### config.mk
export PLATFORM = sky130hd
export DESIGN_NAME = err_evt_cnt
export DESIGN_NICKNAME = d
export VERILOG_FILES = /design/src/rtl/err_cnt_pkg.sv /design/src/rtl/sa_pattern_det.sv /design/src/rtl/sat_counter.sv /design/src/rtl/snap_buf.sv /design/src/rtl/err_evt_cnt.sv
export SDC_FILE = /design/constraint.sdc
export NUM_CORES = 1
export LEC_CHECK = 0
export BUFFER_PORTS_ARGS = -buffer_cell sky130_fd_sc_hd__buf_4
export CAP_MARGIN = 20
export CORE_UTILIZATION = 25
export CTS_BUF_LIST = sky130_fd_sc_hd__clkbuf_4 sky130_fd_sc_hd__clkbuf_8 sky130_fd_sc_hd__clkbuf_16
export CTS_CLUSTER_DIAMETER = 100
export DETAILED_ROUTE_END_ITERATION = 8
export SETUP_SLACK_MARGIN = 0.05
export SYNTH_ARGS = -nofsm -noshare
export SYNTH_HDL_FRONTEND = slang
export SYNTH_HIERARCHICAL = 1
export SYNTH_SLANG_ARGS = --single-unit
### constraint.sdc
create_clock -name clk_i -period 2.2 [get_ports clk_i]
set_input_delay 0.44 -clock clk_i [delete_from_list [all_inputs] [get_ports clk_i]]
set_output_delay 0.44 -clock clk_i [all_outputs]
set_load 0.01 [all_outputs]
### src/rtl/err_cnt_pkg.sv
package err_cnt_pkg;
  localparam int unsigned SA_LEN = 4;
  typedef logic [SA_LEN-1:0] sa_code_t;
  localparam sa_code_t CODE_ERR_A = 4'b0001;
  localparam sa_code_t CODE_ERR_B = 4'b0011;
endpackage

### src/rtl/sa_pattern_det.sv
module sa_pattern_det
  import err_cnt_pkg::*;
(
  input  logic clk_i,
  input  logic rst_ni,
  input  logic sa_stb_i,
  input  logic smf_start_i,
  input  logic sa_bit_i,
  output logic hit_o
);
  localparam int unsigned POS_W = $clog2(SA_LEN + 1);

  logic [POS_W-1:0]  pos_q;
  logic [SA_LEN-2:0] sh_q;
  sa_code_t          code;

  always_ff @(posedge clk_i or negedge rst_ni) begin
    if (!rst_ni) begin
      pos_q <= '0;
      sh_q  <= '0;
    end else if (sa_stb_i && smf_start_i) begin
      pos_q <= POS_W'(1);
      sh_q  <= {{(SA_LEN-2){1'b0}}, sa_bit_i};
    end else if (sa_stb_i && pos_q != '0 && pos_q < POS_W'(SA_LEN)) begin
      pos_q <= pos_q + POS_W'(1);
      sh_q  <= {sh_q[SA_LEN-3:0], sa_bit_i};
    end
  end

  assign code  = {sh_q, sa_bit_i};
  // last sample of the submultiframe completes the code
  assign hit_o = sa_stb_i && !smf_start_i && (pos_q == POS_W'(SA_LEN-1)) &&
                 (code == CODE_ERR_A || code == CODE_ERR_B);
endmodule

### src/rtl/sat_counter.sv
module sat_counter #(
  parameter int unsigned W = 16
) (
  input  logic         clk_i,
  input  logic         rst_ni,
  input  logic         inc_i,
  input  logic         clr_i,
  output logic [W-1:0] cnt_o
);
  always_ff @(posedge clk_i or negedge rst_ni) begin
    if (!rst_ni)                     cnt_o <= '0;
    else if (clr_i)                  cnt_o <= W'(inc_i);
    else if (inc_i && cnt_o != '1)   cnt_o <= cnt_o + W'(1);
  end
endmodule

### src/rtl/snap_buf.sv
module snap_buf #(
  parameter int unsigned W = 16
) (
  input  logic         clk_i,
  input  logic         rst_ni,
  input  logic         timed_i,
  input  logic         tick_i,
  input  logic         freeze_set_i,
  input  logic         hi_read_i,
  input  logic [W-1:0] cnt_i,
  output logic [W-1:0] snap_o,
  output logic         freeze_o,
  output logic         flag_o,
  output logic         clr_o
);
  logic freeze_rise;

  assign freeze_rise = !timed_i && freeze_set_i && !freeze_o;
  assign clr_o       = timed_i ? tick_i : freeze_rise;

  always_ff @(posedge clk_i or negedge rst_ni) begin
    if (!rst_ni) begin
      snap_o   <= '0;
      freeze_o <= 1'b0;
      flag_o   <= 1'b0;
    end else begin
      flag_o <= timed_i && tick_i;
      if (freeze_rise)    freeze_o <= 1'b1;
      else if (hi_read_i) freeze_o <= 1'b0;
      if (timed_i ? tick_i : !freeze_o) snap_o <= cnt_i;
    end
  end
endmodule

### src/rtl/err_evt_cnt.sv
module err_evt_cnt #(
  parameter int unsigned BYTE_W = 8
) (
  input  logic              clk_i,
  input  logic              rst_ni,
  input  logic              prbs_mode_i,
  input  logic              timed_mode_i,
  input  logic              crc_mf_i,
  input  logic              mf_lost_i,
  input  logic              prbs_sync_i,
  input  logic              sa_stb_i,
  input  logic              smf_start_i,
  input  logic              sa_bit_i,
  input  logic              prbs_err_i,
  input  logic              alarm_sim_i,
  input  logic              sec_tick_i,
  input  logic              freeze_set_i,
  input  logic              rd_stb_i,
  input  logic              rd_hi_i,
  output logic [BYTE_W-1:0] rd_data_o,
  output logic              freeze_o,
  output logic              sec_flag_o
);
  localparam int unsigned CNT_W = 2 * BYTE_W;

  logic             sa_hit, inc_evt, clr_evt;
  logic [CNT_W-1:0] live_cnt, snap_q;

  sa_pattern_det u_sa (
    .clk_i, .rst_ni, .sa_stb_i, .smf_start_i, .sa_bit_i,
    .hit_o(sa_hit)
  );

  assign inc_evt = (!prbs_mode_i && crc_mf_i && !mf_lost_i && sa_hit) ||
                   (prbs_mode_i && prbs_sync_i && prbs_err_i) ||
                   (alarm_sim_i && smf_start_i);

  sat_counter #(.W(CNT_W)) u_cnt (
    .clk_i, .rst_ni, .inc_i(inc_evt), .clr_i(clr_evt), .cnt_o(live_cnt)
  );

  snap_buf #(.W(CNT_W)) u_buf (
    .clk_i, .rst_ni,
    .timed_i     (timed_mode_i),
    .tick_i      (sec_tick_i),
    .freeze_set_i,
    .hi_read_i   (rd_stb_i && rd_hi_i),
    .cnt_i       (live_cnt),
    .snap_o      (snap_q),
    .freeze_o,
    .flag_o      (sec_flag_o),
    .clr_o       (clr_evt)
  );

  assign rd_data_o = rd_hi_i ? snap_q[CNT_W-1:BYTE_W] : snap_q[BYTE_W-1:0];
endmodule

==> results of run 1 <==
==> report_power, final <==
part	internal, uW	switching [uW]	total [uW]	leakage, uW
clock	349	260	609	0.0000586
sequential	811	67.4	878	0.000543
combinational	223	214	437	0.000637
total	1380	542	1930	0.00124
==> how the worst min path moves through the flow <==
stage,cells past startpoint,slack [ns],startpoint,to
after detailed placement,1,0.45,rst_ni,u_sa/sh_q[0]$_DFFE_PN0P_
after global routing,1,0.16,rst_ni,u_sa/sh_q[0]$_DFFE_PN0P_
final,1,0.11,rst_ni,u_sa/sh_q[0]$_DFFE_PN0P_
after CTS,1,0.14,rst_ni,u_sa/sh_q[0]$_DFFE_PN0P_
after global placement,1,0.45,rst_ni,u_sa/sh_q[0]$_DFFE_PN0P_
after floorplan,0,0.14,rst_ni,u_buf/flag_o$_DFF_PN0_
==> state kept, by name, summed over array words and instances, names as in the netlist <==
signal	flops
u_buf/snap_o	16
u_cnt/cnt_o	16
u_buf/freeze_o	1
u_buf/flag_o	1
u_sa/pos_q	3
u_sa/sh_q	3
==> cell type report <==
| cell class | count | area (um^2) |
|---|---|---|
| Clock buffer | 6 | 76.3 |
| Tap cell | 105 | 131 |
| Multi-Input combinational cell | 132 | 1190 |
| Sequential cell | 40 | 1000 |
| Clock inverter | 2 | 35.0 |
| Inverter | 11 | 41.3 |
| Fill cell | 831 | 5590 |
| Timing Repair Buffer | 37 | 282 |
==> worst max-delay path: cells and delay by family (launching register included) <==
kind | cells | cell delay, ns
compound gates | 2 | 0.56
simple gates | 6 | 0.84
flops | 1 | 0.38
fa+ha+maj | 2 | 0.29
==> cells in the mapped netlist (2+ instances only) <==
master,number
o21ai_0,6
mux2_1,7
buf_6,2
a211oi_1,2
nor2_1,15
mux2_2,4
a21oi_1,7
dfrtp_1,40
nor4_1,3
a22oi_1,2
mux2_4,18
ha_1,4
o41ai_1,3
nor2b_1,3
o22ai_1,2
nand3_1,5
or4_1,2
buf_2,2
o311ai_0,2
nor3b_1,3
inv_1,11
nor3_1,6
nand2_1,7
nand4_1,4
==> metal layers <==
layer,wire [um],global-route usage [%],vias up
met5,0,0,-
met4,69,4.10,0
met3,127,1.91,6
met2,2390,18.6,23
met1,2080,12.9,799
li1,-,-,779
==> timing repair <==
item / in CTS / in global routing
setup buffers: 0 / 2
pin swaps: 1 / 4
setup endpoints to repair: 8 / 10
gates resized for setup: 5 / 17
cloned: 0 / 0
==> stage by stage <==
stage / setup TNS [ns] / area [um^2]
finish: 0 / 2750
global route: -0.294 / 2750
CTS: 0 / 2660
detailed placement: -0.0242 / 2530
global placement: 0 / 2530
floorplan: 0 / 2180
==> logic make-up after synthesis <==
kind of cell | Yosys count
fa+ha+maj | 4
mux | 30
flops | 40
simple gates | 67
compound gates | 31
buf+inv | 18
==> flow_summary.ini, run 1 <==
[run_status]
status = completed

[synth]
syn_inst = 190
synth.distinct_cells = 54
syn-num-nets = 210
synth_fa_ha_area_share_pct = 2.29
yosysTopAreaCellShare_pct = 45.8
avgSynthCellArea_um2 = 11.5
yosys-top-cells-area = dfrtp_1 (46%), mux2_4 (12%), mux2_1 (3.6%)
synth-simple-area-share_pct = 19.6
synth_top_area_cell = dfrtp_1
ys_seq_elements = 40
synth_ff_type = dfrtp_1
synth_top_family_by_area = simple AND/OR/NAND/NOR gates
async_reset_ff_share_pct = 100
seq_area_frac_synth_pct = 45.8
synth_warnings = 6
synth.cell_area_um2 = 2180
synthMuxAreaShare_pct = 18.5
synth_compound_area_share_pct = 9.74
synth-xor-area-share_pct = 0
synth_edf_count = 0

[power_and_ir_drop]
powerDensity_nw_per_um2 = 699
power_uw = 1930
vdd_drop_max_mv = 0.337
p_leak_uw = 0.00124

[worst_setup_path]
path_cells = ha_1 -> ha_1 -> nand4b_1 -> nor3_2 -> nand4bb_1 -> nand2_2 -> nand3_2 -> or2_4 -> o41ai_1 -> a21oi_2
cpMostUsedCell = ha_1
path_max_fanout = 7
reg2reg_slack_ns = 0.02
worstPathArrival_ns = 2.35
endpoint_kind = flop
r2r-start = u_sa/pos_q[1]$_DFFE_PN0P_
critPathLaunchType = flop
cp-startpoint = u_sa/pos_q[1]$_DFFE_PN0P_
endpoint = u_cnt/cnt_o[11]$_DFFE_PN0P_
path_class = reg2reg
cpPeakStageDelay_ns = 0.46
rr_worst_depth = 10
timing.rr.end = u_cnt/cnt_o[11]$_DFFE_PN0P_
critPathRequiredTime_ns = 2.37
crit_slowest_cell = o41ai_1

[placement]
placedCellCount = 323
io_buffers = 25
gp_congestion = 0.782
dp_slack_ns = -0.0242
dp_hpwl_mm = 3.18

[sta]
report.final.slew_viol_count = 0
min_period_ns = 2.18
grt_setup_unrepaired = yes
period_share_pct = 99.3
clock_skew_ns = 0.00463
timing_hold_violations_final = 0
max_freq_mhz = 458
worst_slack_ns = 0.0152
max_slew_margin_pct = 63.4
setup_viol = 0
whs_ns = 0.106
worst_pin_slew_ns = 0.549

[clocking]
htreeDepth = 2
clk_pin_slew_worst_paths_ns = 0.08
clk_latency_ns = 0.29
root_buffer = clkbuf_8
cts.sinks = 40
cts_tree = done
cts_buffer_depth = 2
numCtsBuffers = 5
postCtsHoldBufs = 0

[cells_and_area]
final_common_cell = dfrtp_1
drive_above_1_share_pct = 41.7
n_antenna_cell = 0
nNetsFinal = 247
layout_common_cells = dfrtp_1 (40), buf_4 (36), mux2_4 (18)
area_growth_pct = 26.1
post-route-util_pct = 33.0
final_cells = 333

[route]
post_drt_wl_per_cell_um = 14.0
drc_errors = 0
wirelength_mm = 4.67
dr.first_iter.drc_count = 124
firstDrtPassIters = 4
dr_total_vias = 1607
drt-vias-per-instance = 4.83
ant_nets = 0

[global_route]
grt_pass1_vias = 1527
grt_overflow = 0
grt_pass1_wl_mm = 7.40
antenna_found_initial = 0
grt_usage_pct = 10.6
grt_max_degree = 41

[floorplanning]
fp.dieW_um = 95.5
rows = 33
start_util_pct = 26.2
die_h_um = 95.5
core_area_um2 = 8340
ioPinCount = 26
die-area_um2 = 9120

[min_path]
timing.hold.worst.class = in2async

[job]
drv_cap = 0
Note: power is estimated with default switching activity, not from simulation.
==> run 2, diff against run 1 <==
RECOVER_POWER = 25   (was default)
==> flow_summary.ini, run 2 (same netlist as run 1, synthesis figures left out) <==
[sta]
worst_pin_slew_ns = 1.00
timing_hold_violations_final = 0
clock_skew_ns = 0.00463
grt_setup_unrepaired = yes
setup_viol = 0
report.final.slew_viol_count = 0
max_slew_margin_pct = 33.4
whs_ns = 0.297
max_freq_mhz = 458
min_period_ns = 2.18
period_share_pct = 99.3
worst_slack_ns = 0.0152

[route]
wirelength_mm = 4.67
dr_total_vias = 1606
drt-vias-per-instance = 4.82
ant_nets = 0
drc_errors = 0
post_drt_wl_per_cell_um = 14.0
firstDrtPassIters = 4
dr.first_iter.drc_count = 124

[worst_setup_path]
worstPathArrival_ns = 2.35
critPathLaunchType = flop
endpoint_kind = flop
path_max_fanout = 7
critPathRequiredTime_ns = 2.37
path_class = reg2reg

[floorplanning]
rows = 33
die-area_um2 = 9120
fp.dieW_um = 95.5
die_h_um = 95.5
ioPinCount = 26
start_util_pct = 26.2
core_area_um2 = 8340

[min_path]
timing.hold.worst.class = in2async

[run_status]
status = completed

[clocking]
cts_tree = done
postCtsHoldBufs = 0
cts.sinks = 40
cts_buffer_depth = 2
htreeDepth = 2
clk_pin_slew_worst_paths_ns = 0.08
numCtsBuffers = 5
clk_latency_ns = 0.29
root_buffer = clkbuf_8

[placement]
dp_hpwl_mm = 3.18
dp_slack_ns = -0.0242
io_buffers = 25
place_area_um2 = 2530
gp_congestion = 0.782

[power_and_ir_drop]
vdd_drop_max_mv = 0.337
powerDensity_nw_per_um2 = 700
p_leak_uw = 0.00123

[global_route]
grt_pass1_vias = 1527
grt_usage_pct = 10.6
grt_pass1_wl_mm = 7.40
grt_max_degree = 41
antenna_found_initial = 0
grt_overflow = 0

[cells_and_area]
final_common_cell = dfrtp_1
seq_area_um2 = 1000
drive_above_1_share_pct = 41.2
layout_common_cells = dfrtp_1 (40), buf_4 (35), mux2_4 (18)
final_cell_area_um2 = 2750
n_antenna_cell = 0
area_growth_pct = 25.8
n_fill_cell = 833
largestRegisters = u_buf/snap_o (16), u_cnt/cnt_o (16)
nNetsFinal = 247
multi_input_area_um2 = 1180

[job]
drv_cap = 0
## run 2: cell count changes in the layout (fill, tap and decap cells not counted)
| cell | before | now |
|---|---|---|
| and2_4 | 1 | 0 |
| buf_4 | 36 | 35 |
| and2_0 | 0 | 1 |
| clkbuf_2 | 0 | 1 |
## run 2: layout make-up
cell class              instances  share of cell area (%)
flip-flops and latches         40                    36.4
well taps                     105                    4.78
repair buffers                 37                    10.2
clock inverters                 2                    1.27
clock buffers                   6                    2.78
multi-input cells             132                    43.1
inverters                      11                    1.50
## run 2: per-layer routing
layer / vias up / share of wire [%] / track usage, %
met5: - / 0 / 0
met4: 0 / 1.5 / 4.10
met3: 6 / 2.7 / 1.91
met2: 23 / 51 / 18.6
met1: 799 / 45 / 12.9
li1: 778 / - / -
## run 2: report_power, final
| part | total [uW] | leakage [uW] | internal (uW) | switching (uW) |
|---|---|---|---|---|
| Clock | 609 | 0.0000586 | 349 | 260 |
| Sequential | 878 | 0.000543 | 811 | 67.5 |
| Combinational | 436 | 0.000633 | 222 | 214 |
| Total | 1920 | 0.00123 | 1380 | 542 |
## run 2: worst paths after layout
path                                                      to  slack [ns]                         from  depth (start not counted)
worst max-delay path             u_cnt/cnt_o[11]$_DFFE_PN0P_        0.02    u_sa/pos_q[1]$_DFFE_PN0P_                         10
worst min-delay path                u_sa/sh_q[0]$_DFFE_PN0P_        0.30                       rst_ni                          1
worst max register to register   u_cnt/cnt_o[11]$_DFFE_PN0P_        0.02    u_sa/pos_q[1]$_DFFE_PN0P_                         10
worst min register to register   u_buf/snap_o[7]$_DFFE_PN0P_        0.49  u_buf/snap_o[7]$_DFFE_PN0P_                          1
max in group asynchronous       u_buf/snap_o[14]$_DFFE_PN0P_        1.28                       rst_ni                          1
min in group clk_i                u_buf/freeze_o$_DFFE_PN0P_        0.37                 freeze_set_i                          3
## run 2: timing repair
item / in CTS / in global routing
gates resized for setup: 5 / 17
cloned: 0 / 0
setup buffers: 0 / 2
endpoints found under the setup margin: 8 / 10
hold endpoints to repair: 0 / 0
pin swaps: 1 / 4
## run 2: metrics by stage
stage | cells | util, % | TNS (ns) | total power, uW
floorplan | 190 | - | 0 | 1160
global placement | 323 | 30.3 | 0 | 1300
detailed placement | 323 | 30.3 | -0.0242 | 1320
CTS | 331 | 31.9 | 0 | 1930
global route | 333 | 33.0 | -0.293 | 2030
finish | 333 | 33.0 | 0 | 1920
## run 2: worst max-delay path: stages, from the launching register on
cell and delay [ns]:
dfrtp_1 0.38, ha_1 0.15, ha_1 0.14, nand4b_1 0.10, nor3_2 0.11, nand4bb_1 0.13, nand2_2 0.11, nand3_2 0.11
or2_4 0.28, o41ai_1 0.46, a21oi_2 0.10
